## config.mk

```make
export PLATFORM = sky130hd
export DESIGN_NAME = commit_unit
export DESIGN_NICKNAME = d
export VERILOG_FILES = /design/src/rtl/commit_pkg.sv /design/src/rtl/rob_slots.sv /design/src/rtl/head_select.sv /design/src/rtl/commit_unit.sv
export SDC_FILE = /design/constraint.sdc
export NUM_CORES = 1
export LEC_CHECK = 0
export BUFFER_PORTS_ARGS = -buffer_cell sky130_fd_sc_hd__buf_2
export CAP_MARGIN = 40
export CELL_PAD_IN_SITES_DETAIL_PLACEMENT = 0
export CELL_PAD_IN_SITES_GLOBAL_PLACEMENT = 1
export CORE_UTILIZATION = 35
export CTS_BUF_LIST = sky130_fd_sc_hd__clkbuf_8 sky130_fd_sc_hd__clkbuf_16
export DETAILED_ROUTE_END_ITERATION = 8
export PLACE_DENSITY_LB_ADDON = 0.1
export SKIP_CTS_REPAIR_TIMING = 1
export SLEW_MARGIN = 25
export SYNTH_ARGS = -nofsm -noshare
export SYNTH_HDL_FRONTEND = slang
export SYNTH_SLANG_ARGS = --single-unit
```

## constraint.sdc

```tcl
create_clock -name clk -period 6.4 [get_ports clk]
set_input_delay 1.28 -clock clk [delete_from_list [all_inputs] [get_ports clk]]
set_output_delay 1.28 -clock clk [all_outputs]
set_load 0.02 [all_outputs]
```

## src/rtl/commit_pkg.sv

```systemverilog
package commit_pkg;

    // Outcome of the head examination in one cycle
    typedef enum logic [1:0] {
        RET_IDLE  = 2'd0,
        RET_ONE   = 2'd1,
        RET_TWO   = 2'd2,
        RET_FLUSH = 2'd3
    } retire_e;

endpackage

```

## src/rtl/rob_slots.sv

```systemverilog
module rob_slots #(
    parameter int DEPTH  = 8,
    parameter int DATA_W = 32,
    parameter int REG_W  = 5,
    localparam int IDX_W = $clog2(DEPTH)
) (
    input  logic                            clk,
    input  logic                            rst_n,
    input  logic                            clear_all,
    input  logic                            alloc_a_en,
    input  logic [IDX_W-1:0]                alloc_a_idx,
    input  logic [REG_W-1:0]                alloc_a_dest,
    input  logic                            alloc_b_en,
    input  logic [IDX_W-1:0]                alloc_b_idx,
    input  logic [REG_W-1:0]                alloc_b_dest,
    input  logic                            cpl_a_en,
    input  logic [IDX_W-1:0]                cpl_a_idx,
    input  logic [DATA_W-1:0]               cpl_a_data,
    input  logic                            cpl_a_exc,
    input  logic                            cpl_b_en,
    input  logic [IDX_W-1:0]                cpl_b_idx,
    input  logic [DATA_W-1:0]               cpl_b_data,
    input  logic                            cpl_b_exc,
    input  logic [DEPTH-1:0]                release_mask,
    output logic [DEPTH-1:0]                slot_valid,
    output logic [DEPTH-1:0]                slot_done,
    output logic [DEPTH-1:0]                slot_exc,
    output logic [DEPTH-1:0][REG_W-1:0]     slot_dest,
    output logic [DEPTH-1:0][DATA_W-1:0]    slot_data
);

    typedef struct packed {
        logic              valid;
        logic              done;
        logic              exc;
        logic [REG_W-1:0]  dest;
        logic [DATA_W-1:0] data;
    } slot_t;

    for (genvar g = 0; g < DEPTH; g++) begin : g_slot
        slot_t s_d, s_q;
        logic  hit_alloc_a, hit_alloc_b, hit_cpl_a, hit_cpl_b;

        always_comb begin
            hit_alloc_a = alloc_a_en && (alloc_a_idx == IDX_W'(g));
            hit_alloc_b = alloc_b_en && (alloc_b_idx == IDX_W'(g));
            hit_cpl_a   = cpl_a_en && (cpl_a_idx == IDX_W'(g)) && s_q.valid;
            hit_cpl_b   = cpl_b_en && (cpl_b_idx == IDX_W'(g)) && s_q.valid;

            s_d = s_q;
            if (release_mask[g]) begin
                s_d.valid = 1'b0;
                s_d.done  = 1'b0;
                s_d.exc   = 1'b0;
            end
            if (hit_alloc_a || hit_alloc_b) begin
                s_d.valid = 1'b1;
                s_d.done  = 1'b0;
                s_d.exc   = 1'b0;
                s_d.dest  = hit_alloc_a ? alloc_a_dest : alloc_b_dest;
            end
            if (hit_cpl_a) begin
                s_d.done = 1'b1;
                s_d.exc  = cpl_a_exc;
                s_d.data = cpl_a_data;
            end
            if (hit_cpl_b) begin
                s_d.done = 1'b1;
                s_d.exc  = cpl_b_exc;
                s_d.data = cpl_b_data;
            end
            if (clear_all) begin
                s_d.valid = 1'b0;
                s_d.done  = 1'b0;
                s_d.exc   = 1'b0;
            end
        end

        always_ff @(posedge clk) begin
            if (!rst_n) s_q <= '0;
            else        s_q <= s_d;
        end

        assign slot_valid[g] = s_q.valid;
        assign slot_done[g]  = s_q.done;
        assign slot_exc[g]   = s_q.exc;
        assign slot_dest[g]  = s_q.dest;
        assign slot_data[g]  = s_q.data;

        // Dispatch must never land on a live entry
        AST_ALLOC_FREE_SLOT: assert property (@(posedge clk) disable iff (!rst_n)
            (hit_alloc_a || hit_alloc_b) |-> !s_q.valid);
    end

    AST_CLEAR_EMPTIES: assert property (@(posedge clk) disable iff (!rst_n)
        clear_all |=> (slot_valid == '0));

endmodule

```

## src/rtl/head_select.sv

```systemverilog
module head_select
    import commit_pkg::*;
#(
    parameter int DEPTH  = 8,
    parameter int DATA_W = 32,
    parameter int REG_W  = 5,
    localparam int IDX_W = $clog2(DEPTH)
) (
    input  logic [IDX_W-1:0]             head_idx,
    input  logic [DEPTH-1:0]             slot_valid,
    input  logic [DEPTH-1:0]             slot_done,
    input  logic [DEPTH-1:0]             slot_exc,
    input  logic [DEPTH-1:0][REG_W-1:0]  slot_dest,
    input  logic [DEPTH-1:0][DATA_W-1:0] slot_data,
    output retire_e                      decision,
    output logic [IDX_W-1:0]             next_idx,
    output logic [REG_W-1:0]             old_dest,
    output logic [DATA_W-1:0]            old_data,
    output logic [REG_W-1:0]             young_dest,
    output logic [DATA_W-1:0]            young_data
);

    logic head_ready, next_ready;

    always_comb begin
        next_idx   = (head_idx == IDX_W'(DEPTH - 1)) ? '0 : head_idx + 1'b1;
        head_ready = slot_valid[head_idx] && slot_done[head_idx];
        next_ready = slot_valid[next_idx] && slot_done[next_idx] && !slot_exc[next_idx];

        if (head_ready && slot_exc[head_idx]) decision = RET_FLUSH;
        else if (head_ready && next_ready)    decision = RET_TWO;
        else if (head_ready)                  decision = RET_ONE;
        else                                  decision = RET_IDLE;

        old_dest   = slot_dest[head_idx];
        old_data   = slot_data[head_idx];
        young_dest = slot_dest[next_idx];
        young_data = slot_data[next_idx];
    end

endmodule

```

## src/rtl/commit_unit.sv

```systemverilog
module commit_unit
    import commit_pkg::*;
#(
    parameter int DEPTH  = 8,
    parameter int DATA_W = 32,
    parameter int REG_W  = 5,
    localparam int IDX_W = $clog2(DEPTH),
    localparam int CNT_W = $clog2(DEPTH + 1)
) (
    input  logic              clk,
    input  logic              rst_n,
    input  logic              disp_int_valid,
    input  logic [REG_W-1:0]  disp_int_dest,
    input  logic              disp_fp_valid,
    input  logic [REG_W-1:0]  disp_fp_dest,
    output logic              disp_ready,
    output logic [IDX_W-1:0]  disp_int_tag,
    output logic [IDX_W-1:0]  disp_fp_tag,
    input  logic              cpl_int_valid,
    input  logic [IDX_W-1:0]  cpl_int_tag,
    input  logic [DATA_W-1:0] cpl_int_data,
    input  logic              cpl_int_exc,
    input  logic              cpl_fp_valid,
    input  logic [IDX_W-1:0]  cpl_fp_tag,
    input  logic [DATA_W-1:0] cpl_fp_data,
    input  logic              cpl_fp_exc,
    output logic              cmt0_valid,
    output logic [REG_W-1:0]  cmt0_dest,
    output logic [DATA_W-1:0] cmt0_data,
    output logic              cmt1_valid,
    output logic [REG_W-1:0]  cmt1_dest,
    output logic [DATA_W-1:0] cmt1_data,
    output logic              flush_valid,
    output logic [IDX_W-1:0]  flush_tag
);

    localparam logic [CNT_W-1:0] STALL_AT = CNT_W'(DEPTH - 2);
    localparam logic [CNT_W-1:0] FULL_AT  = CNT_W'(DEPTH);

    typedef struct packed {
        logic [IDX_W-1:0] head;
        logic [IDX_W-1:0] tail;
        logic [CNT_W-1:0] count;
    } ptr_t;

    ptr_t ptr_d, ptr_q;

    logic [DEPTH-1:0]             slot_valid, slot_done, slot_exc;
    logic [DEPTH-1:0][REG_W-1:0]  slot_dest;
    logic [DEPTH-1:0][DATA_W-1:0] slot_data;
    logic [DEPTH-1:0]             release_mask;
    retire_e                      decision;
    logic [IDX_W-1:0]             next_idx;
    logic [REG_W-1:0]             old_dest, young_dest;
    logic [DATA_W-1:0]            old_data, young_data;
    logic                         int_go, fp_go;
    logic [1:0]                   n_go, n_ret;

    function automatic logic [IDX_W-1:0] wrap_add(input logic [IDX_W-1:0] base,
                                                  input logic [1:0]       step);
        logic [IDX_W+1:0] sum;
        sum = {2'b00, base} + {{IDX_W{1'b0}}, step};
        if (sum >= (IDX_W+2)'(DEPTH)) sum = sum - (IDX_W+2)'(DEPTH);
        return sum[IDX_W-1:0];
    endfunction

    head_select #(.DEPTH(DEPTH), .DATA_W(DATA_W), .REG_W(REG_W)) u_sel (
        .head_idx   (ptr_q.head),
        .slot_valid (slot_valid),
        .slot_done  (slot_done),
        .slot_exc   (slot_exc),
        .slot_dest  (slot_dest),
        .slot_data  (slot_data),
        .decision   (decision),
        .next_idx   (next_idx),
        .old_dest   (old_dest),
        .old_data   (old_data),
        .young_dest (young_dest),
        .young_data (young_data)
    );

    always_comb begin
        flush_valid  = (decision == RET_FLUSH);
        flush_tag    = ptr_q.head;
        cmt0_valid   = (decision == RET_ONE) || (decision == RET_TWO);
        cmt1_valid   = (decision == RET_TWO);
        cmt0_dest    = old_dest;
        cmt0_data    = old_data;
        cmt1_dest    = young_dest;
        cmt1_data    = young_data;
        n_ret        = {1'b0, cmt0_valid} + {1'b0, cmt1_valid};

        disp_ready   = (ptr_q.count <= STALL_AT) && !flush_valid;
        int_go       = disp_int_valid && disp_ready;
        fp_go        = disp_fp_valid && disp_ready;
        n_go         = {1'b0, int_go} + {1'b0, fp_go};
        disp_int_tag = ptr_q.tail;
        disp_fp_tag  = disp_int_valid ? wrap_add(ptr_q.tail, 2'd1) : ptr_q.tail;

        release_mask = '0;
        if (cmt0_valid) release_mask[ptr_q.head] = 1'b1;
        if (cmt1_valid) release_mask[next_idx]   = 1'b1;

        ptr_d = ptr_q;
        if (flush_valid) begin
            ptr_d = '0;
        end else begin
            ptr_d.head  = wrap_add(ptr_q.head, n_ret);
            ptr_d.tail  = wrap_add(ptr_q.tail, n_go);
            ptr_d.count = ptr_q.count + CNT_W'(n_go) - CNT_W'(n_ret);
        end
    end

    always_ff @(posedge clk) begin
        if (!rst_n) ptr_q <= '0;
        else        ptr_q <= ptr_d;
    end

    rob_slots #(.DEPTH(DEPTH), .DATA_W(DATA_W), .REG_W(REG_W)) u_slots (
        .clk          (clk),
        .rst_n        (rst_n),
        .clear_all    (flush_valid),
        .alloc_a_en   (int_go),
        .alloc_a_idx  (disp_int_tag),
        .alloc_a_dest (disp_int_dest),
        .alloc_b_en   (fp_go),
        .alloc_b_idx  (disp_fp_tag),
        .alloc_b_dest (disp_fp_dest),
        .cpl_a_en     (cpl_int_valid),
        .cpl_a_idx    (cpl_int_tag),
        .cpl_a_data   (cpl_int_data),
        .cpl_a_exc    (cpl_int_exc),
        .cpl_b_en     (cpl_fp_valid),
        .cpl_b_idx    (cpl_fp_tag),
        .cpl_b_data   (cpl_fp_data),
        .cpl_b_exc    (cpl_fp_exc),
        .release_mask (release_mask),
        .slot_valid   (slot_valid),
        .slot_done    (slot_done),
        .slot_exc     (slot_exc),
        .slot_dest    (slot_dest),
        .slot_data    (slot_data)
    );

    AST_NO_OVERFLOW: assert property (@(posedge clk) disable iff (!rst_n)
        ptr_q.count <= FULL_AT);

    AST_STALL_WHEN_FULL: assert property (@(posedge clk) disable iff (!rst_n)
        (ptr_q.count > STALL_AT) |-> !disp_ready);

    AST_FLUSH_RESTARTS: assert property (@(posedge clk) disable iff (!rst_n)
        flush_valid |=> (ptr_q.count == '0) && (disp_int_tag == '0));

    AST_PAIR_NEEDS_OLDER: assert property (@(posedge clk) disable iff (!rst_n)
        cmt1_valid |-> cmt0_valid);

    AST_OLDEST_WAITS: assert property (@(posedge clk) disable iff (!rst_n)
        (slot_valid[ptr_q.head] && !slot_done[ptr_q.head]) |-> !cmt0_valid && !flush_valid);

    AST_TAGS_DISTINCT: assert property (@(posedge clk) disable iff (!rst_n)
        (disp_int_valid && disp_fp_valid) |-> (disp_fp_tag != disp_int_tag));

endmodule

```

==> impl_metrics.tcl <==
set metrics [dict create \
    status "completed" \
    syn-instance-count 2279 \
    crit_type "reg2out" \
    track_usage_pct 28.93 \
    grt_overflow 0 \
    rows 86 \
    synthTopCellsByArea "dfxtp_1, mux2i_1, o211a_1" \
    ys.flop_type "dfxtp_1" \
    drcViolationCount 0 \
    holdCritPathClass "reg2reg" \
    via_per_inst 6.263 \
    finalNetCount 2391 \
    globalplace.congestion 0.8324 \
    tritoncts.num_buffers 42 \
    yosysTopAreaCell "dfxtp_1" \
    io_buffers 174 \
    grt_setup_unrepaired "false" \
    place_hpwl_um 51730 \
    core_area_mm2 0.05552 \
    insertion_delay_ns 0.57 \
    first_pass_iters 8 \
    yosysMostFrequentCell "nand2_1" \
    clock_tree.buffer_depth 3 \
    syn_nets 2387 \
    antenna_found_initial 11 \
    vias 19170 \
    cts_tree "yes" \
    setup_ws_ns 0.8817 \
    die_y_um 240.0 \
    powerDensity_mw_per_mm2 251.8 \
    clock.fmax_ghz 0.1812 \
    cp.required_ns 5.12 \
    fin_tns_setup_ns 0 \
    avgSynthCellArea_um2 8.701 \
    p_total_uw 5787 \
    synth_cell_types 65 \
    grt_pass1_vias 18410 \
    cts_sinks 330 \
    stdcell_area_mm2 0.02299 \
    wl_um 85310 \
    drt_iter0_markers 2148 \
    slew_headroom_pct 40.12 \
    grt_max_degree 231 \
    period_minus_slack_ns 5.518 \
    fill_cells 5604 \
    crit_fanout 41 \
    grt_pass1_wl_um 124100 \
    fin_skew_ns 0.02198 \
    pre_cts_slack_ns 1.429 \
    maxCapViolCount 0 \
    ys_ff_latch 330 \
    async_flop_share_pct 0 \
    critPathArrivalTime_ns 4.24 \
    ys_top_cells_by_count "nand2_1, dfxtp_1, mux2i_1" \
    clk_pin_slew_ns 0.05 \
    die_w_um 240.0 \
    ctsRootBufferMaster "clkbuf_16" \
    yosysSeqAreaShare_pct 33.31 \
    hold_violations 0 \
    dpl_cell_area_mm2 0.02155 \
    final_antenna_net_count 0 \
    post_drt_wl_per_cell_um 27.87 \
    tightest_slew_ns 0.8961 \
    yosysTopAreaCellShare_pct 33.31 \
    leakage_uw 0.01370 \
    maxSlewViolCount 0 \
    setup_violations 0 \
    die-area_mm2 0.05761 \
    fin_crit_sh_pct 86.22 \
    synthToLayoutAreaGrowth_pct 15.91 \
    netlist_area_mm2 0.01983 \
    layout-drive-gt1-share_pct 16.00 \
    vdd.ir_drop.worst_mv 0.1576 \
    pin_count 175 \
    cp-start-kind "flop" \
    yosys_warnings 0 \
    htreeDepth 2 \
    synth_edf_count 0 \
    endpoint_kind "primary output" \
    initial_utilization_pct 35.72 \
]
## sequential cells by signal (all words and copies together), names as in the netlist
register	count
ptr_q	4
u_slots.slot_data	256
u_slots.slot_exc	8
u_slots.slot_valid	8
u_slots.slot_dest	40
flush_tag	3
u_slots.slot_done	8
disp_int_tag	3
## power breakdown
group	switching, µW	total [µW]	internal [µW]
clock network	968	2380	1410
registers	144	2320	2180
logic	683	1080	401
total	1800	5790	3990
## per-layer routing
layer | global-route usage (%) | share of wire, %
met1 | 39.87 | 44
met2 | 44.88 | 44
met3 | 5.993 | 8.6
met4 | 9.149 | 2.7
met5 | 0 | 0.14
## final timing paths
kind | cells after the start | to | slack, ns | startpoint
worst min register to register | 2 | u_slots.slot_done[6] | 0.47 | u_slots.slot_done[6]
worst max-delay path | 8 | cmt1_dest[0] | 0.88 | flush_tag[0]
worst max register to register | 13 | ptr_q[3] | 1.62 | flush_tag[0]
worst min-delay path | 2 | u_slots.slot_done[6] | 0.47 | u_slots.slot_done[6]
## final cells by class
type	instances	area [µm²]	area share, %
clock inverters	23	178.9	0.7784
clock buffers	50	1172	5.100
repair buffers	238	1715	7.463
inverters	23	86.33	0.3756
well taps	748	935.9	4.072
multi-input cells	1648	12290	53.46
diodes	1	2.502	0.01089
flip-flops and latches	330	6606	28.74
## layout by cell type (no fill, tap or decap), types with 12 or more instances in the layout
cell and n:
a221o_1 22, clkbuf_16 43, nand3_1 26, a22oi_1 150, mux2i_1 306, buf_4 38
dfxtp_1 330, nand2_1 346, nor2_1 59, buf_2 173, inv_1 34, a211oi_1 22
a21oi_1 115, a222oi_1 21, a22o_1 12, ha_1 14, o21ai_0 54, o211a_1 257
nand3_4 12, nand4_1 45
## cells by family after synthesis
group	Yosys count	synth area share, %
xor+xnor	5	0.2208
fa+ha+maj	20	1.413
buf+inv	301	6.038
compound gates	743	30.49
simple gates	568	12.51
mux	312	16.01
flops	330	33.31
## metrics by stage
stage                     hold slack, ns  std cells  utilization (%)
final                             0.4736       3061            41.40
after global routing              0.5130       3061            41.40
after CTS                         0.4786       3056            41.24
after detailed placement          0.4706       2983            38.80
after global placement            0.4607       2962            38.00
after floorplan                   0.4366       2279                -
## worst max-delay path: stages (launching register included)
cell      delay [ns]
dfxtp_1         0.82
ha_2            0.33
ha_4            0.60
nand2_1         0.28
nor2_4          0.68
buf_4           0.38
a222oi_1        0.15
nand3_1         0.21
buf_2           0.20
Note: power is estimated with default switching activity, not from simulation.
